[src/rtl/refresh_pkg.sv]
package refresh_pkg;
  typedef enum logic [1:0] {
    OP_NONE = 2'b00,
    OP_PREA = 2'b01,
    OP_REF  = 2'b10
  } ref_op_e;

  typedef enum logic [1:0] {
    ST_IDLE = 2'b00,
    ST_PRE  = 2'b01,
    ST_RFC  = 2'b10
  } seq_st_e;
endpackage

[src/rtl/refresh_interval_gen.sv]
module refresh_interval_gen #(
  parameter int ROW_W = 16,
  parameter int WIN_W = 24
) (
  input  logic             clk,
  input  logic             rst_n,
  input  logic             tick,
  input  logic [ROW_W-1:0] cfg_rows,
  input  logic [WIN_W-1:0] cfg_window,
  output logic             expire
);
  localparam int SUM_W = WIN_W + 1;

  logic [WIN_W-1:0] acc_q;
  logic [SUM_W-1:0] sum;
  logic             reach;

  // fractional accumulator: cfg_rows deadlines per cfg_window ticks
  assign sum    = {1'b0, acc_q} + SUM_W'(cfg_rows);
  assign reach  = (sum >= {1'b0, cfg_window});
  assign expire = tick && reach;

  always_ff @(posedge clk or negedge rst_n) begin
    if (!rst_n) begin
      acc_q <= '0;
    end else if (tick) begin
      if (reach) acc_q <= WIN_W'(sum - {1'b0, cfg_window});
      else       acc_q <= WIN_W'(sum);
    end
  end
endmodule

[src/rtl/refresh_pend_ctr.sv]
module refresh_pend_ctr #(
  parameter int MAX_PEND = 8,
  parameter int PEND_W   = $clog2(MAX_PEND + 1)
) (
  input  logic              clk,
  input  logic              rst_n,
  input  logic              expire,
  input  logic              ref_fire,
  output logic [PEND_W-1:0] pend,
  output logic              burst,
  output logic              urgent
);
  localparam logic [PEND_W-1:0] PMAX = PEND_W'(MAX_PEND);

  logic at_max;
  assign at_max = (pend == PMAX);
  assign urgent = burst || at_max;

  always_ff @(posedge clk or negedge rst_n) begin
    if (!rst_n) begin
      pend <= '0;
    end else begin
      case ({expire, ref_fire})
        2'b10:   if (!at_max) pend <= pend + 1'b1;
        2'b01:   pend <= pend - 1'b1;
        default: pend <= pend;
      endcase
    end
  end

  // catch-up latch: engaged at the limit, released once drained
  always_ff @(posedge clk or negedge rst_n) begin
    if (!rst_n)              burst <= 1'b0;
    else if (at_max)         burst <= 1'b1;
    else if (pend == '0)     burst <= 1'b0;
  end
endmodule

[src/rtl/refresh_row_mirror.sv]
module refresh_row_mirror #(
  parameter int ROW_W = 16
) (
  input  logic             clk,
  input  logic             rst_n,
  input  logic             ref_fire,
  input  logic [ROW_W-1:0] cfg_rows,
  output logic [ROW_W-1:0] row,
  output logic             sweep
);
  logic last_row;
  assign last_row = (row >= (cfg_rows - 1'b1));

  always_ff @(posedge clk or negedge rst_n) begin
    if (!rst_n) begin
      row   <= '0;
      sweep <= 1'b0;
    end else begin
      sweep <= ref_fire && last_row;
      if (ref_fire) row <= last_row ? '0 : row + 1'b1;
    end
  end
endmodule

[src/rtl/refresh_seq_fsm.sv]
module refresh_seq_fsm
  import refresh_pkg::*;
#(
  parameter int NUM_BANKS = 8,
  parameter int PEND_W    = 4,
  parameter int T_RP      = 3,
  parameter int T_RFC     = 8
) (
  input  logic                 clk,
  input  logic                 rst_n,
  input  logic [PEND_W-1:0]    pend,
  input  logic                 burst,
  input  logic                 gnt,
  input  logic [NUM_BANKS-1:0] bank_open,
  output logic                 req,
  output logic                 cmd_valid,
  output logic [1:0]           cmd_op,
  output logic                 act_block,
  output logic                 ref_fire
);
  localparam int CMAX  = (T_RP > T_RFC) ? T_RP : T_RFC;
  localparam int CNT_W = $clog2(CMAX + 1);
  localparam logic [CNT_W-1:0] RP_LD  = CNT_W'(T_RP - 1);
  localparam logic [CNT_W-1:0] RFC_LD = CNT_W'(T_RFC - 1);

  seq_st_e          st_q;
  logic [CNT_W-1:0] cnt_q;
  logic             owed, cnt_zero, more, start_ok, issue;
  ref_op_e          op;

  assign owed     = (pend != '0);
  assign cnt_zero = (cnt_q == '0);
  assign more     = burst && owed;

  // a new sequence may begin from idle, or chain inside catch-up
  assign start_ok = (st_q == ST_IDLE && owed) ||
                    (st_q == ST_RFC && cnt_zero && more);

  always_comb begin
    req = 1'b0;
    case (st_q)
      ST_IDLE: req = owed;
      ST_PRE:  req = 1'b1;
      ST_RFC:  req = !cnt_zero || more;
      default: req = 1'b0;
    endcase
  end

  always_comb begin
    if (st_q == ST_PRE) op = OP_REF;
    else                op = (|bank_open) ? OP_PREA : OP_REF;
  end

  assign issue     = gnt && (start_ok || (st_q == ST_PRE && cnt_zero));
  assign cmd_valid = issue;
  assign cmd_op    = issue ? op : OP_NONE;
  assign ref_fire  = issue && (op == OP_REF);
  assign act_block = (st_q == ST_RFC) && !cnt_zero;

  always_ff @(posedge clk or negedge rst_n) begin
    if (!rst_n) begin
      st_q  <= ST_IDLE;
      cnt_q <= '0;
    end else begin
      case (st_q)
        ST_IDLE: begin
          if (issue) begin
            st_q  <= (op == OP_PREA) ? ST_PRE : ST_RFC;
            cnt_q <= (op == OP_PREA) ? RP_LD : RFC_LD;
          end
        end
        ST_PRE: begin
          if (!cnt_zero) begin
            cnt_q <= cnt_q - 1'b1;
          end else if (issue) begin
            st_q  <= ST_RFC;
            cnt_q <= RFC_LD;
          end
        end
        ST_RFC: begin
          if (!cnt_zero) begin
            cnt_q <= cnt_q - 1'b1;
          end else if (issue) begin
            st_q  <= (op == OP_PREA) ? ST_PRE : ST_RFC;
            cnt_q <= (op == OP_PREA) ? RP_LD : RFC_LD;
          end else if (!more) begin
            st_q <= ST_IDLE;
          end
        end
        default: st_q <= ST_IDLE;
      endcase
    end
  end
endmodule

[src/rtl/refresh_sched.sv]
module refresh_sched #(
  parameter int ROW_W     = 16,
  parameter int WIN_W     = 24,
  parameter int NUM_BANKS = 8,
  parameter int MAX_PEND  = 8,
  parameter int T_RP      = 3,
  parameter int T_RFC     = 8,
  localparam int PEND_W   = $clog2(MAX_PEND + 1)
) (
  input  logic                 clk,
  input  logic                 rst_n,
  input  logic                 tick,
  input  logic [ROW_W-1:0]     cfg_rows,
  input  logic [WIN_W-1:0]     cfg_window,
  input  logic [NUM_BANKS-1:0] bank_open,
  output logic                 ref_req,
  output logic                 ref_urgent,
  input  logic                 ref_gnt,
  output logic                 cmd_valid,
  output logic [1:0]           cmd_op,
  output logic                 act_block,
  output logic [PEND_W-1:0]    pending,
  output logic [ROW_W-1:0]     row_shadow,
  output logic                 sweep_done
);
  logic expire, ref_fire, burst;

  refresh_interval_gen #(.ROW_W(ROW_W), .WIN_W(WIN_W)) u_ivl (
    .clk(clk), .rst_n(rst_n), .tick(tick),
    .cfg_rows(cfg_rows), .cfg_window(cfg_window), .expire(expire)
  );

  refresh_pend_ctr #(.MAX_PEND(MAX_PEND), .PEND_W(PEND_W)) u_pend (
    .clk(clk), .rst_n(rst_n), .expire(expire), .ref_fire(ref_fire),
    .pend(pending), .burst(burst), .urgent(ref_urgent)
  );

  refresh_seq_fsm #(.NUM_BANKS(NUM_BANKS), .PEND_W(PEND_W),
                    .T_RP(T_RP), .T_RFC(T_RFC)) u_seq (
    .clk(clk), .rst_n(rst_n), .pend(pending), .burst(burst),
    .gnt(ref_gnt), .bank_open(bank_open), .req(ref_req),
    .cmd_valid(cmd_valid), .cmd_op(cmd_op), .act_block(act_block),
    .ref_fire(ref_fire)
  );

  refresh_row_mirror #(.ROW_W(ROW_W)) u_row (
    .clk(clk), .rst_n(rst_n), .ref_fire(ref_fire), .cfg_rows(cfg_rows),
    .row(row_shadow), .sweep(sweep_done)
  );
endmodule

[config.mk]
export PLATFORM = sky130hd
export DESIGN_NAME = refresh_sched
export DESIGN_NICKNAME = d
export VERILOG_FILES = /design/src/rtl/refresh_pkg.sv /design/src/rtl/refresh_interval_gen.sv /design/src/rtl/refresh_pend_ctr.sv /design/src/rtl/refresh_row_mirror.sv /design/src/rtl/refresh_seq_fsm.sv /design/src/rtl/refresh_sched.sv
export SDC_FILE = /design/constraint.sdc
export NUM_CORES = 1
export LEC_CHECK = 0
export ABC_AREA = 0
export BUFFER_PORTS_ARGS = -buffer_cell sky130_fd_sc_hd__buf_2
export CAP_MARGIN = 20
export CELL_PAD_IN_SITES_DETAIL_PLACEMENT = 2
export CELL_PAD_IN_SITES_GLOBAL_PLACEMENT = 2
export CORE_AREA = 2 2 124 126
export DETAILED_ROUTE_END_ITERATION = 8
export DIE_AREA = 0 0 126 128
export GPL_ROUTABILITY_DRIVEN = 0
export GPL_TIMING_DRIVEN = 0
export HOLD_SLACK_MARGIN = 0.03
export MAX_ROUTING_LAYER = met4
export PLACE_DENSITY = 0.88
export SYNTH_ARGS = -nofsm -noshare
export SYNTH_HDL_FRONTEND = slang
export SYNTH_SLANG_ARGS = --single-unit
export TNS_END_PERCENT = 10
[constraint.sdc]
create_clock -name clk -period 11.8 [get_ports clk]
set_input_delay 0.59 -clock clk [delete_from_list [all_inputs] [get_ports clk]]
set_output_delay 0.59 -clock clk [all_outputs]
set_load 0.01 [all_outputs]
=== Yosys cells after proc, flatten, opt, wreduce, memory -nomap -nowiden ===
Cells that the tools add are included.

* Logic and storage cells: 80
* Flip-flop bits (word level): 52
* Bits of input ports: 52
* Output and inout bits: 27

* Reduce and logical (&&, ||, !) cells: 26
* $add $sub $neg: 7
* Eq/ne operators: 14
* Multiplexer cells: 24
* Order comparisons: 2

{| class="wikitable"
|+ Operators with widths
! cell !! number
|-
| 24-bit by 16-bit adder with 25-bit output || 1
|-
| 25-bit by 24-bit greater-or-equal comparator with 1-bit output || 1
|-
| 24-bit 2-to-1 mux || 1
|-
| 24-bit subtractor || 1
|-
| 2-bit 2-to-1 mux || 10
|-
| 4-bit 2-to-1 mux || 5
|-
| 16-bit by 1-bit adder with 16-bit output (second input constant) || 1
|-
| 16-bit greater-or-equal comparator || 1
|-
| 16-bit 2-to-1 mux || 1
|-
| 16-bit by 1-bit subtractor with 16-bit output (second input constant) || 1
|-
| 4-bit case mux with 3 select lines || 1
|-
| 1-bit logical AND || 10
|-
| 4-bit zero test || 2
|-
| 2-bit by 1-bit != test with 1-bit output (second input constant) || 4
|-
| 4-bit case mux with 2 select lines || 1
|-
| 8-bit OR reduction || 1
|-
| 4-bit by 1-bit subtractor with 4-bit output (second input constant) || 2
|-
| 2-bit by 1-bit == test with 1-bit output (second input constant) || 3
|-
| 2-bit == test (second input constant) || 3
|-
| 3-bit != test (second input constant) || 2
|-
| 2-bit case mux with 3 select lines || 1
|-
| 5-bit AND reduction || 1
|-
| 4-bit by 1-bit adder with 4-bit output (second input constant) || 1
|-
| 4-bit == test (second input constant) || 1
|-
| other kinds (11) || 17
|}

=== Longest topological paths before layout ===
* Depth in word-level cells: 10
* Depth in mapped cells: 25

=== Modules after synthesis ===
Synthesis repeated with hierarchy kept, for this count alone.

* Cell total of the unflattened synthesis: 666
* Area total of the unflattened synthesis: 5,531.6 sq um

{| class="wikitable"
|+ Modules (own cells, without submodules)
! module !! cells each !! area an instance (sq um) !! sequential area each (sq um) !! times used
|-
| refresh_interval_gen || 408 || 3,185.6 || 600.6 || 1
|-
| refresh_row_mirror || 157 || 1,402.6 || 425.4 || 1
|-
| refresh_seq_fsm || 71 || 639.4 || 150.1 || 1
|-
| refresh_pend_ctr || 30 || 304.0 || 125.1 || 1
|}

=== Worst setup path after synthesis ===
Ideal clock, no wire load.

* Path kind: input port to flip-flop
* Start point: in cfg_rows[6]
* End point: reg u_pend.pend[3]
* Library setup time: 0.131 ns
* Path buffers: 0
* Stages: 22
* Path slack: 6.778 ns
* Required time: 11.669 ns
* Arrival time: 4.891 ns
* Cells stage by stage: ha_1 a211o_1 o21ai_0 nand2_1 a21o_2 a21oi_1 xnor2_1 ha_1 a21o_1 a31o_2 a21oi_1 o21ai_1 o31ai_4 a311oi_4 or2b_2 inv_2 ha_1 a21o_1 a21o_1 nand4_1 o21ai_0 xor2_1

* Longest elaborated chain between the ends: 6
* Elaborated cells between the ends (all ways): 9
* Classes of those cells: add/sub (1); order compare (1); eq/ne (3); mux (1); reduce/logical (3)

{| class="wikitable"
|+ RTL lines
! item !! line !! source
|-
| start, declared || refresh_sched.sv:13 || <nowiki>input logic [ROW_W-1:0] cfg_rows,</nowiki>
|-
| 24-bit by 16-bit adder with 25-bit output * || refresh_interval_gen.sv:19 || <nowiki>assign sum = {1'b0, acc_q} + SUM_W'(cfg_rows);</nowiki>
|-
| 25-bit by 24-bit greater-or-equal comparator with 1-bit output * || refresh_interval_gen.sv:20 || <nowiki>assign reach = (sum >= {1'b0, cfg_window});</nowiki>
|-
| 1-bit logical AND * || refresh_interval_gen.sv:21 || <nowiki>assign expire = tick && reach;</nowiki>
|-
| 2-bit == test or 2-bit by 1-bit == test with 1-bit output (tied branches) || refresh_pend_ctr.sv:23 || <nowiki>case ({expire, ref_fire})</nowiki>
|-
| 2-bit != test (no line) or 2-bit nonzero test (tied branches) || n/a ||
|-
| 2-bit AND reduction (no line) || n/a ||
|-
| end signal, assigned || refresh_pend_ctr.sv:24 || <nowiki>2'b10: if (!at_max) pend <= pend + 1'b1;</nowiki>
|-
| end signal, assigned || refresh_pend_ctr.sv:25 || <nowiki>2'b01: pend <= pend - 1'b1;</nowiki>
|-
| end signal, assigned || refresh_pend_ctr.sv:26 || <nowiki>default: pend <= pend;</nowiki>
|-
| end, declared || refresh_pend_ctr.sv:9 || <nowiki>output logic [PEND_W-1:0] pend,</nowiki>
|}

Mark *: on every way between the ends. The rest lies on a longest branch, timed or not.
A chain may end at the register's enable or synchronous reset.

=== Final worst setup path ===
Ends and elaborated chain as after synthesis.

==> metrics.txt <==
Pwr per Cell Area=331 nW/µm²; MaxCap Viol Count=0; critical path arrival=slightly above 6000 ps; PortBufs=78; final hold vios=0; die width=roughly 130 µm; final instance area=~6300 µm²; core footprint=14900 µm²; Clock Latency Late Sink=300 ps; main combinational cell family by area after synthesis=compound AO/OA/AOI/OAI gates; DR vias=5484; 1st-pass router iterations=4; # IOs=79; CTS HTree Levels=2; Iteration-0 DRC Markers=193; cts hold-fix bufs=0; Pleak=3.01 nW; Syn Nets=809; Post-synth EDFFs=0; crit-path cells=buf_2, ha_1, a211o_1, o21ai_0, a21oi_1, o31ai_1, nor2_1, nand3_1, xnor2_1, ha_1, nand2_1, o21ai_0, nand2b_1, o31ai_4, a311oi_4, or2b_2, inv_2, ha_1, a21o_1, a21o_1, nand4_1, o21ai_0, xor2_1; Crit path buffers/inverters=2; area grow syn2layout=14.3%; Total Wirelength=19.7 mm; relative slew slack=a little over two fifths; Top delay family on crit path=compound AO/OA/AOI/OAI gates; Critical Path RT=11980 ps; Setup violations, final=0; Synth Area in Adders=15.7%; CTS Buffer Depth=2; dpl cell area=6190 µm²; final setup TNS=0 ps; vias per inst=roughly 5.7; Post-Route Skew=5.19 ps; Std-Cell Rows=45; CP max stage cell=o31ai_1; Reg clk slew, reported paths=70 ps; drt wl/cell=20.4 µm; Simple-Gate Fraction of Synth Area=18.7%; fin crit share=50.1%; Post-DP HPWL=roughly 16 mm; DIE AREA=16100 µm²; Crit Path Category=primary input to register; total grt overflow=0; Final Non-Filler Cells=964; Max Freq=0.169 GHz; PostCTS Resize Cnt=0; Ys Warns=0; number of global-route vias before repair=a little over 6k; Post-CTS Setup Bufs=0; Starting Density=37.3%; final routed DRC violation total=0; Synth Area in XOR/XNOR=about an eighth; post-synth cell types=63; syn_area_per_cell=8.05 µm²; Global Route Usage Sum=25.5%; placed insts=about 960; pin count of the biggest net entering global routing=28; Syn Inst Count=689; Post-Syn Area=5550 µm²; multiplexer share of the synthesized area=under 10%; top_reg_cell synth=dfrtp_1; worst hold path type=primary input to asynchronous set/reset pin; Tmin final=roughly 5900 ps; initial antenna violation count=0; layout cells sized above 1=14.4%; Critical Path Sink Type=register; first-pass GRT wire length=32.3 mm; critical path launch point type=primary input; Async SR Flop Fraction=100%; sequential fraction of the synthesis area=about a quarter; post-route ant nets=0; worst-path maximum fanout=7; Slew @ Worst Pin=860 ps; n_diodes=0; CTS Sinks=between 50 and 60; status=complete, no violations; DIE HEIGHT=128 µm; fill cell count=between 1.5k and 2k; CTS tree=done; Root Buffer=clkbuf_16; CP peak stage delay=around 660 ps; Synth Area in Compound Gates=21.9%; fin. max-slew vios=0; CTS buffer count=5; nets@finish=895; Worst VDD drop=approximately 0.15 mV; register bit total from synthesis=52; RSZ-0062 raised after global routing=no
## power breakdown
part / total, mW / switching, mW / leakage (nW) / internal, mW
clock: 0.157 / 0.0724 / 0.0701 / 0.0849
combinational: 1.63 / 0.970 / 2.29 / 0.657
sequential: 0.319 / 0.0723 / 0.641 / 0.247
## synth_stat cells, types with 4 or more instances
library cell	n	share of area (%)
o21a_1	4	0.54
and3_1	7	0.79
nor2_1	69	4.7
nor4_1	5	0.56
a21oi_1	69	6.2
nand2b_1	15	1.7
a31o_2	4	0.63
a31oi_1	9	1.0
nor3_1	18	1.6
o21bai_1	5	0.68
nor2b_1	4	0.45
mux2i_1	18	3.2
o21ai_0	33	3.0
a21o_1	18	2.4
nand2_1	60	4.1
dfrtp_1	52	23
clkbuf_1	8	0.54
buf_4	4	0.54
ha_1	65	15
o21ai_1	4	0.36
nand3_1	13	1.2
xor2_1	25	3.9
inv_1	54	3.7
xnor2_1	50	7.9
nand4_1	10	1.1
## stage by stage
step	setup slack [ps]	hold WS [ps]	util [%]	power, mW
after detailed placement	5710	514	41.7	1.93
after global placement	5990	481	41.5	1.79
after global routing	5690	360	42.7	2.29
final	5890	317	42.7	2.10
after CTS	5940	333	42.7	2.11
after floorplan	6780	294	-	1.48
## flip-flops by register name (all words and copies together), names as in the netlist
register	cells
u_seq.st_q	2
u_pend.burst	1
u_seq.cnt_q	4
u_ivl.acc_q	24
u_row.sweep	1
u_pend.pend	4
u_row.row	16
## cells by family after synthesis
logic type,Yosys count
adder cells (fa/ha/maj),68
flip-flops,52
AO/OA/AOI/OAI,186
XOR/XNOR,75
multiplexers,18
AND/OR/NAND/NOR,220
buffers and inverters,70
## per-layer routing
layer	up-vias	global-route usage (%)	routed length, µm
li1	2610	-	-
met1	2759	28.8	8310
met2	91	48.7	10600
met3	24	2.63	495
met4	0	5.17	265
met5	-	-	0
## final cells by class
type	instances	area [µm²]	area share (%)
multi-input cells	567	3970	62.5
flip-flops and latches	52	1300	20.5
repair buffers	79	410	6.47
well taps	188	235	3.71
inverters	57	214	3.37
clock buffers	7	143	2.25
plain buffers	13	65.1	1.03
clock inverters	1	7.51	0.118
## worst paths after layout
| kind | from | to | slack [ps] | cells after the start |
|---|---|---|---|---|
| worst max-delay path | cfg_rows[6] | u_pend.pend[3]$_DFFE_PN0P_ | 5890 | 23 |
| worst min-delay path | rst_n | u_row.row[2]$_DFFE_PN0P_ | 320 | 1 |
| worst max register to register | u_ivl.acc_q[1]$_DFFE_PN0P_ | u_pend.pend[3]$_DFFE_PN0P_ | 5920 | 23 |
| worst min register to register | u_ivl.acc_q[2]$_DFFE_PN0P_ | u_ivl.acc_q[2]$_DFFE_PN0P_ | 530 | 2 |
| max in group asynchronous | rst_n | u_ivl.acc_q[22]$_DFFE_PN0P_ | 10900 | 2 |
| min in group clk | u_ivl.acc_q[2]$_DFFE_PN0P_ | u_ivl.acc_q[2]$_DFFE_PN0P_ | 530 | 2 |
## worst register-to-register path, cell delays in order, from the launching register on
cell and delay, ps:
dfrtp_1 420, ha_1 320, a211oi_1 240, o21bai_1 160, o21ai_0 350, a21oi_1 150
o31ai_1 660, nor2_1 230, nand3_1 190, xnor2_1 80, ha_1 400, nand2_1 70
o21ai_0 330, nand2b_1 210, o31ai_4 130, a311oi_4 490, or2b_2 250, inv_2 70
ha_1 270, a21o_1 190, a21o_1 210, nand4_1 90, o21ai_0 110, xor2_1 160
## cell usage in the layout, fill, tap and decap left out, types with 3 or more instances in the layout
master,instances
a31o_2,4
xnor2_1,50
o21bai_1,5
nor4_1,5
o21ai_0,33
nor3_1,18
o41ai_1,3
dfrtp_1,52
fa_1,3
buf_2,78
a21oi_1,69
clkbuf_1,9
ha_1,65
buf_4,4
xor2_1,25
nor4b_1,3
a21o_1,18
o21ai_1,4
inv_1,54
nor2_1,69
a211oi_1,3
a221o_2,3
a41oi_1,3
and3_1,7
nand2_1,60
o21a_1,4
clkbuf_16,5
o211ai_1,3
a31oi_1,9
or4_1,3
mux2i_1,18
or3_1,3
nor2b_1,4
nand4_1,10
nand3_1,13
nand2b_1,15
Power figures use the tool's default switching activity.
